--- src/rtl/tw_pkg.sv ---
// Shared types and the command-to-burst-length rule for the two-wire slave.
package tw_pkg;
    localparam int TW_MAX_BYTES = 7;

    typedef enum logic [2:0] {
        ST_IDLE, ST_ADDR, ST_AACK, ST_WBYTE, ST_WACK, ST_RBYTE, ST_RACK, ST_WAIT
    } tw_state_e;

    // Number of data bytes moved for each command.
    function automatic logic [2:0] tw_burst_len(input logic [2:0] cmd);
        case (cmd)
            3'b010:                 return 3'd7;
            3'b011, 3'b100, 3'b101: return 3'd3;
            default:                return 3'd1;
        endcase
    endfunction
endpackage

--- src/rtl/tw_line_sync.sv ---
// Synchronises one asynchronous bus line into clk.
// Assumes the line idles high; reset loads ones so no false edge appears.
module tw_line_sync #(
    parameter int STAGES = 2
) (
    input  logic clk,
    input  logic rst_n,
    input  logic din,
    output logic dout
);
    logic [STAGES-1:0] q;

    // Shift the line through the flop chain.
    always_ff @(posedge clk) begin
        if (!rst_n) q <= '1;
        else        q <= {q[STAGES-2:0], din};
    end

    assign dout = q[STAGES-1];
endmodule

--- src/rtl/tw_bus_events.sv ---
// Turns synchronised SCL/SDA levels into clock edges and start/stop events.
// Assumes both inputs come from tw_line_sync with equal depth.
module tw_bus_events (
    input  logic clk,
    input  logic rst_n,
    input  logic scl_s,
    input  logic sda_s,
    output logic scl_rise,
    output logic scl_fall,
    output logic start_ev,
    output logic stop_ev
);
    logic scl_p, sda_p;

    // Remember the previous sampled levels.
    always_ff @(posedge clk) begin
        if (!rst_n) begin
            scl_p <= 1'b1;
            sda_p <= 1'b1;
        end else begin
            scl_p <= scl_s;
            sda_p <= sda_s;
        end
    end

    assign scl_rise = scl_s & ~scl_p;
    assign scl_fall = ~scl_s & scl_p;
    assign start_ev = scl_s & scl_p & sda_p & ~sda_s;
    assign stop_ev  = scl_s & scl_p & ~sda_p & sda_s;
endmodule

--- src/rtl/twowire_cmd_slave.sv ---
// Two-wire command slave: decodes device code + command + direction, then
// bursts LSB-first data bytes to or from one of eight targets. Writes are
// handed over whole; reads come from a snapshot taken at grant.
// Assumes SCL is slower than clk by well over SYNC_STAGES+2 cycles per phase.
module twowire_cmd_slave
    import tw_pkg::*;
#(
    parameter int         SYNC_STAGES = 2,
    parameter logic [3:0] DEV_CODE    = 4'b0110,
    localparam int        WORD_W      = 8 * TW_MAX_BYTES
) (
    input  logic              clk,
    input  logic              rst_n,
    input  logic              scl_i,
    input  logic              sda_i,
    output logic              sda_oe,
    output logic [2:0]        tgt_sel,
    output logic              wr_stb,
    output logic [WORD_W-1:0] wr_data,
    output logic              init_stb,
    output logic              rd_stb,
    input  logic [WORD_W-1:0] rd_word
);
    logic scl_s, sda_s, scl_rise, scl_fall, start_ev, stop_ev;

    tw_line_sync #(.STAGES(SYNC_STAGES)) u_scl_sync (
        .clk(clk), .rst_n(rst_n), .din(scl_i), .dout(scl_s));
    tw_line_sync #(.STAGES(SYNC_STAGES)) u_sda_sync (
        .clk(clk), .rst_n(rst_n), .din(sda_i), .dout(sda_s));
    tw_bus_events u_events (
        .clk(clk), .rst_n(rst_n), .scl_s(scl_s), .sda_s(sda_s),
        .scl_rise(scl_rise), .scl_fall(scl_fall),
        .start_ev(start_ev), .stop_ev(stop_ev));

    tw_state_e         state;
    logic [2:0]        bitcnt;
    logic [7:0]        shreg;
    logic [2:0]        cmd;
    logic              rw;
    logic              ack_on;
    logic [2:0]        idx;
    logic [WORD_W-1:0] wbuf;
    logic [WORD_W-1:0] snap;
    logic [6:0]        txsh;
    logic [7:0]        addr_byte, data_byte;
    logic [2:0]        len;

    // Byte views of the shift register and burst length of the command.
    always_comb begin
        addr_byte = {shreg[6:0], sda_s};
        data_byte = {sda_s, shreg[7:1]};
        len       = tw_burst_len(cmd);
    end

    assign tgt_sel = cmd;

    // Protocol state machine: address, acknowledge, data in/out.
    always_ff @(posedge clk) begin
        if (!rst_n) begin
            state <= ST_IDLE;  bitcnt <= '0; shreg <= '0; cmd <= '0; rw <= 1'b0;
            ack_on <= 1'b0;    idx <= '0;    wbuf <= '0;  snap <= '0; txsh <= '0;
            sda_oe <= 1'b0;    wr_stb <= 1'b0; wr_data <= '0;
            init_stb <= 1'b0;  rd_stb <= 1'b0;
        end else begin
            wr_stb   <= 1'b0;
            rd_stb   <= 1'b0;
            init_stb <= 1'b0;
            if (start_ev) begin
                state <= ST_ADDR; bitcnt <= '0; sda_oe <= 1'b0; ack_on <= 1'b0;
            end else if (stop_ev) begin
                state <= ST_IDLE; sda_oe <= 1'b0; ack_on <= 1'b0;
            end else begin
                case (state)
                    ST_ADDR: if (scl_rise) begin
                        shreg  <= addr_byte;
                        bitcnt <= bitcnt + 3'd1;
                        if (bitcnt == 3'd7) begin
                            if (addr_byte[7:4] == DEV_CODE) begin
                                cmd <= addr_byte[3:1]; rw <= addr_byte[0];
                                state <= ST_AACK; ack_on <= 1'b0;
                            end else begin
                                state <= ST_WAIT;
                            end
                        end
                    end
                    ST_AACK: if (scl_fall) begin
                        if (!ack_on) begin
                            sda_oe <= 1'b1; ack_on <= 1'b1; idx <= '0; wbuf <= '0;
                            if (rw) begin
                                rd_stb <= 1'b1;
                                snap   <= (cmd == 3'b000) ? {rd_word[WORD_W-1:1], 1'b0} : rd_word;
                            end
                        end else begin
                            ack_on <= 1'b0; bitcnt <= '0;
                            if (rw) begin
                                state <= ST_RBYTE; txsh <= snap[7:1];
                                sda_oe <= ~snap[0]; snap <= snap >> 8;
                            end else begin
                                state <= ST_WBYTE; sda_oe <= 1'b0;
                            end
                        end
                    end
                    ST_WBYTE: if (scl_rise) begin
                        shreg  <= data_byte;
                        bitcnt <= bitcnt + 3'd1;
                        if (bitcnt == 3'd7) begin
                            if (idx < len) begin
                                wbuf[{idx, 3'b000} +: 8] <= data_byte;
                                state <= ST_WACK; ack_on <= 1'b0;
                            end else begin
                                state <= ST_WAIT;
                            end
                        end
                    end
                    ST_WACK: if (scl_fall) begin
                        if (!ack_on) begin
                            sda_oe <= 1'b1; ack_on <= 1'b1;
                        end else begin
                            sda_oe <= 1'b0; ack_on <= 1'b0; bitcnt <= '0;
                            idx <= idx + 3'd1; state <= ST_WBYTE;
                            if (idx + 3'd1 == len) begin
                                wr_stb  <= 1'b1;
                                wr_data <= wbuf;
                                if (cmd == 3'b000 && wbuf[0]) init_stb <= 1'b1;
                            end
                        end
                    end
                    ST_RBYTE: if (scl_fall) begin
                        if (bitcnt == 3'd7) begin
                            sda_oe <= 1'b0; state <= ST_RACK;
                        end else begin
                            bitcnt <= bitcnt + 3'd1;
                            txsh   <= {1'b0, txsh[6:1]};
                            sda_oe <= ~txsh[0];
                        end
                    end
                    ST_RACK: begin
                        if (scl_rise) begin
                            if (!sda_s && (idx + 3'd1 < len)) idx <= idx + 3'd1;
                            else                               state <= ST_WAIT;
                        end else if (scl_fall) begin
                            state <= ST_RBYTE; bitcnt <= '0; txsh <= snap[7:1];
                            sda_oe <= ~snap[0]; snap <= snap >> 8;
                        end
                    end
                    default: ;
                endcase
            end
        end
    end
endmodule

--- config.mk ---
export PLATFORM = sky130hd
export DESIGN_NAME = twowire_cmd_slave
export DESIGN_NICKNAME = d
export VERILOG_FILES = /design/src/rtl/tw_pkg.sv /design/src/rtl/tw_line_sync.sv /design/src/rtl/tw_bus_events.sv /design/src/rtl/twowire_cmd_slave.sv
export SDC_FILE = /design/constraint.sdc
export NUM_CORES = 1
export LEC_CHECK = 0
export ABC_AREA = 0
export BUFFER_PORTS_ARGS = -buffer_cell sky130_fd_sc_hd__buf_2
export CAP_MARGIN = 0
export CORE_UTILIZATION = 60
export DETAILED_ROUTE_END_ITERATION = 8
export PLACE_DENSITY_LB_ADDON = 0.1
export SETUP_SLACK_MARGIN = 0.2
export SLEW_MARGIN = 15
export SYNTH_ARGS = -nofsm -noshare
export SYNTH_HDL_FRONTEND = slang
export SYNTH_SLANG_ARGS = --single-unit
--- constraint.sdc ---
create_clock -name clk -period 4.7 [get_ports clk]
set_input_delay 0.47 -clock clk [delete_from_list [all_inputs] [get_ports clk]]
set_output_delay 0.47 -clock clk [all_outputs]
set_load 0.02 [all_outputs]
# ---- Word level (Yosys, flattened, before mapping)
# Cells that the tools add are included.
# W data, S select, Z words.
dict set report totals {
  register_bits 207
  out_inout_bits 63
  in_bits 60
  wordCells 212
}
dict set report op_classes {
  n_reduce_logical 34
  n_addsub 3
  magnitude_cmp 2
  shifts 2
  n_bitwise 21
  n_mux 81
  n_eq_ne 49
}
# op count
set ops {}
lappend ops {{$mux W56} 11}
lappend ops {{$pmux W56 S2} 2}
lappend ops {{$mux W3} 28}
lappend ops {{$bwmux W56} 1}
lappend ops {{$shift A8 B8 Y56 const A} 1}
lappend ops {{$shiftx A8 B8 Y56} 1}
lappend ops {{$mux W7} 7}
lappend ops {{$ne A4 B4 Y1 const B} 10}
lappend ops {{$ne A2 B2 Y1 const B} 19}
lappend ops {{$reduce_and A13 Y1} 2}
lappend ops {{$mux W1} 21}
lappend ops {{$pmux W7 S3} 1}
lappend ops {{$eq A3 B3 Y1 const B} 6}
lappend ops {{$pmux W3 S6} 1}
lappend ops {{$reduce_and A6 Y1} 3}
lappend ops {{$reduce_and A9 Y1} 2}
lappend ops {{$mux W8} 2}
lappend ops {{$pmux W8 S2} 1}
lappend ops {{$reduce_and A8 Y1} 2}
lappend ops {{$not A1 Y1} 14}
lappend ops {{$eq A3 B2 Y1 const B} 4}
lappend ops {{$pmux W3 S4} 1}
lappend ops {{$reduce_or A6 Y1} 2}
lappend ops {{$ne A5 B5 Y1 const B} 2}
lappend ops {{other kinds (28)} 48}

# ---- Depth between registers and ports, before layout
dict set report depth {
  ltp_word 10
  ltp_mapped 9
  ltp_nobuf 8
}

# ---- Cells and area by module
# From an unflattened synthesis, not the netlist that was laid out.
dict set report hier_totals {
  cells_unflattened 961
  area_unflattened_um2 8524.4
}
# mod seq_area_each_um2 instances cells_each area_each_um2
set modules_own_cells {}
lappend modules_own_cells {twowire_cmd_slave 4023.9 1 945 8334.2}
lappend modules_own_cells {tw_line_sync 40.0 2 4 52.6}
lappend modules_own_cells {tw_bus_events 40.0 1 8 85.1}

# ---- Least setup slack after synthesis
# No wires, ideal clock.
dict set report synth_path {
  kind {flip-flop to flip-flop}
  from {register idx[0]}
  to {register wbuf[51]}
  n_path_buf 1
  t_required_ns 4.570
  arrival_ns 2.209
  setup_time_ns 0.130
  period_less_slack_ns 2.339
  slack_ns 2.361
  stages_incl_launch_ff 10
  path_cell_list {dfxtp_1 inv_1 ha_1 ha_1 or3b_1 a2111oi_0 o211ai_1 clkbuf_1 nand3_1 o21ai_0}
}
dict set report synth_between {
  elab_chain_len 7
  elab_cells_between_ends 11
  classes_between {1 x add/sub; 1 x order compare; 1 x eq/ne; 2 x shift; 5 x mux; 1 x reduce/logical}
}
# item line_no
set synth_rtl {}
lappend synth_rtl {{from (decl)} twowire_cmd_slave.sv:41} ;# logic [2:0] idx;
lappend synth_rtl {{from (signal assigned)} twowire_cmd_slave.sv:139} ;# if (!sda_s && (idx + 3'd1 < len)) idx <= idx + 3'd1;
lappend synth_rtl {{$neg A6 Y8} twowire_cmd_slave.sv:108} ;# wbuf[{idx, 3'b000} +: 8] <= data_byte;
lappend synth_rtl {{$shiftx A8 B8 Y56 / $shift A8 B8 Y56 (equally long branches)} twowire_cmd_slave.sv:108}
lappend synth_rtl {{$bwmux W56} twowire_cmd_slave.sv:108}
lappend synth_rtl {{$mux W56} twowire_cmd_slave.sv:107} ;# if (idx < len) begin
lappend synth_rtl {{$mux W56} twowire_cmd_slave.sv:106} ;# if (bitcnt == 3'd7) begin
lappend synth_rtl {{$mux W56} twowire_cmd_slave.sv:103} ;# ST_WBYTE: if (scl_rise) begin
lappend synth_rtl {{$pmux W56 S2} twowire_cmd_slave.sv:73} ;# case (state)
lappend synth_rtl {{to (signal, indexed assignment)} twowire_cmd_slave.sv:108}
lappend synth_rtl {{to (decl)} twowire_cmd_slave.sv:42} ;# logic [WORD_W-1:0] wbuf;
# Several ways; a longest one is shown, not always the timed one. The select of a mux whose other input is x is not followed.
# A chain may end at the register's enable or synchronous reset.

# ---- Worst setup path after layout
dict set report layout_path {
  from {register cmd[2] (netlist: tgt_sel[2])}
  to {register wbuf[6]}
}
dict set report layout_between {
  elab_chain_len 6
  elab_cells_between_ends 9
  classes_between {1 x order compare; 5 x eq/ne; 1 x mux; 2 x reduce/logical}
}
# item line_no
set layout_rtl {}
lappend layout_rtl {{from (decl)} twowire_cmd_slave.sv:38} ;# logic [2:0] cmd;
lappend layout_rtl {{from (signal assigned)} twowire_cmd_slave.sv:79} ;# cmd <= addr_byte[3:1]; rw <= addr_byte[0];
lappend layout_rtl {{$eq A3 B2 Y1 / $eq A3 B3 Y1 (equally long branches)} tw_pkg.sv:11} ;# case (cmd)
lappend layout_rtl {{$reduce_or A3 Y1} tw_pkg.sv:11}
lappend layout_rtl {{$pmux W3 S2 *} tw_pkg.sv:11}
lappend layout_rtl {{$lt A3 B3 Y1 *} twowire_cmd_slave.sv:107}
lappend layout_rtl {{$ne A2 B2 Y1 (no source line) *} n/a}
lappend layout_rtl {{$reduce_and A8 Y1 (no source line) *} n/a}
# Every way passes the cells marked *; elsewhere a longest branch is shown, timed or not.

==> impl_metrics.env <==
export IMPL_status="finished clean"
export IMPL_wl_mm=19.8
export IMPL_yosysTopAreaCell="dfxtp_1"
export IMPL_hpwl_mm=12.9
export IMPL_startpoint_type="flop"
export IMPL_synth_cell_types=71
export IMPL_drcViolationCount=0
export IMPL_final_cell_area_um2=9870
export IMPL_cts_hold_buffers_added=0
export IMPL_ff2ff_path_depth=7
export IMPL_die_w_um=122
export IMPL_setup_violations=0
export IMPL_die_h_um=122
export IMPL_rsz0062_at_grt="no"
export IMPL_dieArea_um2=14900
export IMPL_cp_slowest_cell="a21oi_1"
export IMPL_routedWlPerCell_um=15.5
export IMPL_synth_cells=997
export IMPL_viasPerCell=5.72
export IMPL_leakagePower_nw=3.97
export IMPL_area_growth_pct=14.4
export IMPL_placementRows=43
export IMPL_slowest_delay_ns=0.85
export IMPL_p_int_mw=2.89
export IMPL_yosysMostFrequentCell="dfxtp_1"
export IMPL_ys_ff_latch=207
export IMPL_fin_crit_sh_pct=66.7
export IMPL_synth_edf_count=0
export IMPL_crit_chain="xnor2_1 > ha_1 > a21o_1 > a21oi_1 > o2111ai_1 > nand3_1 > o21ai_0"
export IMPL_hold_viol=0
export IMPL_hp_class="primary input to flop"
export IMPL_final_nets=1149
export IMPL_start_util_pct=61.9
export IMPL_drt_iter0_drc=588
export IMPL_routabilityCongestion=0.881
export IMPL_clock_path_buffers=3
export IMPL_cts_clk_slew_worst_paths_ns=0.06
export IMPL_syn_area_um2=8630
export IMPL_fin_util_pct=70.8
export IMPL_cts_root_buf="clkbuf_16"
export IMPL_htree_levels=1
export IMPL_firstDrtPassIters=7
export IMPL_cts_resized=0
export IMPL_synth_nets=1069
export IMPL_yosys_warnings=0
export IMPL_synth_area_leaders="dfxtp_1, nand2_1, mux2i_1"
export IMPL_final_cells=1272
export IMPL_grt_overflow=0
export IMPL_syn_area_per_cell_um2=8.66
export IMPL_clkSinkCount=207
export IMPL_timing_rr_end="wbuf[6]$_SDFFE_PN0P_"
export IMPL_first_global_vias=6506
export IMPL_dr_total_vias=7274
export IMPL_synthTopCellsByCount="dfxtp_1, nand2_1, nor2_1"
export IMPL_place_ws_ns=1.59
export IMPL_grt_pass1_wl_mm=32.0
export IMPL_diodes=0
export IMPL_yosysSeqAreaShare_pct=48.0
export IMPL_worst_slack_ns=1.56
export IMPL_grt_usage_pct=26.6
export IMPL_hold_end="u_sda_sync.q[0]$_SDFF_PN1_"
export IMPL_fin_skew_ns=0.0121
export IMPL_clkLatencyLatePin_ns=0.49
export IMPL_vdd_ir_drop_max_uv=299
export IMPL_crit_fanout=16
export IMPL_seq_power_share_pct=46.9
export IMPL_p_clk_share_pct=39.0
export IMPL_switchingPower_mw=1.11
export IMPL_power_density_nw_per_um2=406
export IMPL_path_class="flop to flop"
export IMPL_max_slew_margin_rel_pct=27.4
export IMPL_grt_max_degree=105
export IMPL_num_io_pins=123
export IMPL_synth_top_area_share_pct=48.0
export IMPL_finalPower_mw=4.01
export IMPL_synthArstFlopShare_pct=0
export IMPL_antenna_found_initial=0
export IMPL_cts_tree="built"
export IMPL_cap_violations=0
export IMPL_whs_path_depth=2
export IMPL_endpoint_kind="flop"
export IMPL_core_area_um2=13900
export IMPL_rrSetupSlack_ns=1.56
export IMPL_place_area_um2=9220
export IMPL_fillerInstances=1156
export IMPL_min_from="sda_i"
export IMPL_r2r_start="tgt_sel[2]$_SDFFE_PN0P_"
export IMPL_cp_arrival_ns=3.47
export IMPL_drive_gt1_share_pct=17.0
export IMPL_switching_share_pct=27.8
export IMPL_fmax_ghz=0.319
export IMPL_whs_ns=0.166
export IMPL_ant_nets=0
export IMPL_post_cts_buffers=0
export IMPL_required_ns=5.03
export IMPL_final_max_slew_viol_count=0
export IMPL_numCtsBuffers=21
export IMPL_power_frac_comb_pct=14.1
export IMPL_tightestPinTransition_ns=1.09
export IMPL_setup_tns_ns=0
export IMPL_portBuffers=122
export IMPL_placed_cells=1234
export IMPL_ys_flop_type="dfxtp_1"
export IMPL_min_period_ns=3.14
logic make-up (layout without fill, tap and decap cells):
family | count (synthesis) | count (layout) | share of synthesized area, %
AOI/OAI and AO/OA | 246 | 246 | 18.1
xor gates and xnor gates | 4 | 4 | 0.406
adders and majority gates | 12 | 12 | 1.74
buffers and inverters | 84 | 179 | 4.25
DFF | 207 | 207 | 48.0
muxes | 66 | 66 | 7.76
and+or+nand+nor | 378 | 378 | 19.7
power groups by stage:
| stage | registers (mW) | clock network (mW) | logic [mW] |
|---|---|---|---|
| after floorplan | 1.84 | 0 | 0.511 |
| after global placement | 1.92 | 0 | 0.551 |
| after detailed placement | 1.91 | 0 | 0.556 |
| after CTS | 1.87 | 1.58 | 0.558 |
| after global routing | 1.89 | 1.65 | 0.623 |
| final | 1.88 | 1.56 | 0.566 |
critical path: cells and delay by family, from the launching register on:
family          cells  cell delay (ns)
compound gates      4             1.78
flops               1             0.35
xor+xnor            1             0.29
fa+ha+maj           1             0.29
simple gates        1             0.26
final cells by class:
cell class                 instances  area (um^2)  area share [%]
inverter                          11         43.8           0.444
sequential                       207         4140            42.0
timing repair buffer             130          671            6.79
tap                              180          225            2.28
multi-input combinational        706         4140            42.0
clock buffer                      30          599            6.07
clock inverter                     8         47.5           0.482
placed cells by master, fill, tap and decap left out, types with 3 or more instances in the layout:
| cell type | count |
|---|---|
| buf_4 | 8 |
| a211oi_1 | 51 |
| a311oi_1 | 9 |
| a21oi_1 | 78 |
| clkbuf_16 | 21 |
| clkbuf_8 | 4 |
| o22ai_1 | 11 |
| buf_2 | 122 |
| o21ai_0 | 45 |
| a21boi_0 | 3 |
| nand2_1 | 178 |
| and2b_1 | 3 |
| nand2b_1 | 12 |
| a21o_1 | 3 |
| nor2_1 | 79 |
| o21ai_1 | 15 |
| ha_1 | 12 |
| nand3_1 | 59 |
| mux2_2 | 7 |
| nand3b_1 | 5 |
| inv_1 | 10 |
| clkbuf_1 | 5 |
| dfxtp_1 | 207 |
| mux2i_1 | 59 |
| clkinv_2 | 6 |
| and3_1 | 3 |
| o2111ai_1 | 5 |
| nor3_1 | 6 |
| or4_1 | 4 |
| o21bai_1 | 3 |
worst max path at each step:
stage	startpoint	end	slack, ns	cells past startpoint
after floorplan	idx[0]$_SDFFE_PN0P_	wbuf[51]$_SDFFE_PN0P_	2.36	9
after global placement	tgt_sel[2]$_SDFFE_PN0P_	wbuf[46]$_SDFFE_PN0P_	1.65	7
after detailed placement	tgt_sel[2]$_SDFFE_PN0P_	wbuf[47]$_SDFFE_PN0P_	1.59	7
after CTS	tgt_sel[2]$_SDFFE_PN0P_	wbuf[47]$_SDFFE_PN0P_	1.58	7
after global routing	tgt_sel[2]$_SDFFE_PN0P_	wbuf[0]$_SDFFE_PN0P_	1.25	7
final	tgt_sel[2]$_SDFFE_PN0P_	wbuf[6]$_SDFFE_PN0P_	1.56	7
metal layers:
metal	up-vias	wire (um)	track usage [%]
met5	-	0	0
met1	3347	9370	38.3
met4	0	286	5.48
li1	3683	-	-
met2	216	8720	40.8
met3	28	1370	5.71
flip-flops by register name (all words and copies together), names as in the netlist, 2 cells and up:
register,count
state,3
idx,3
bitcnt,3
u_sda_sync.q,2
tgt_sel,3
u_scl_sync.q,2
snap,56
wr_data,56
shreg,8
txsh,7
wbuf,56
(Power assumes the default switching activity.)
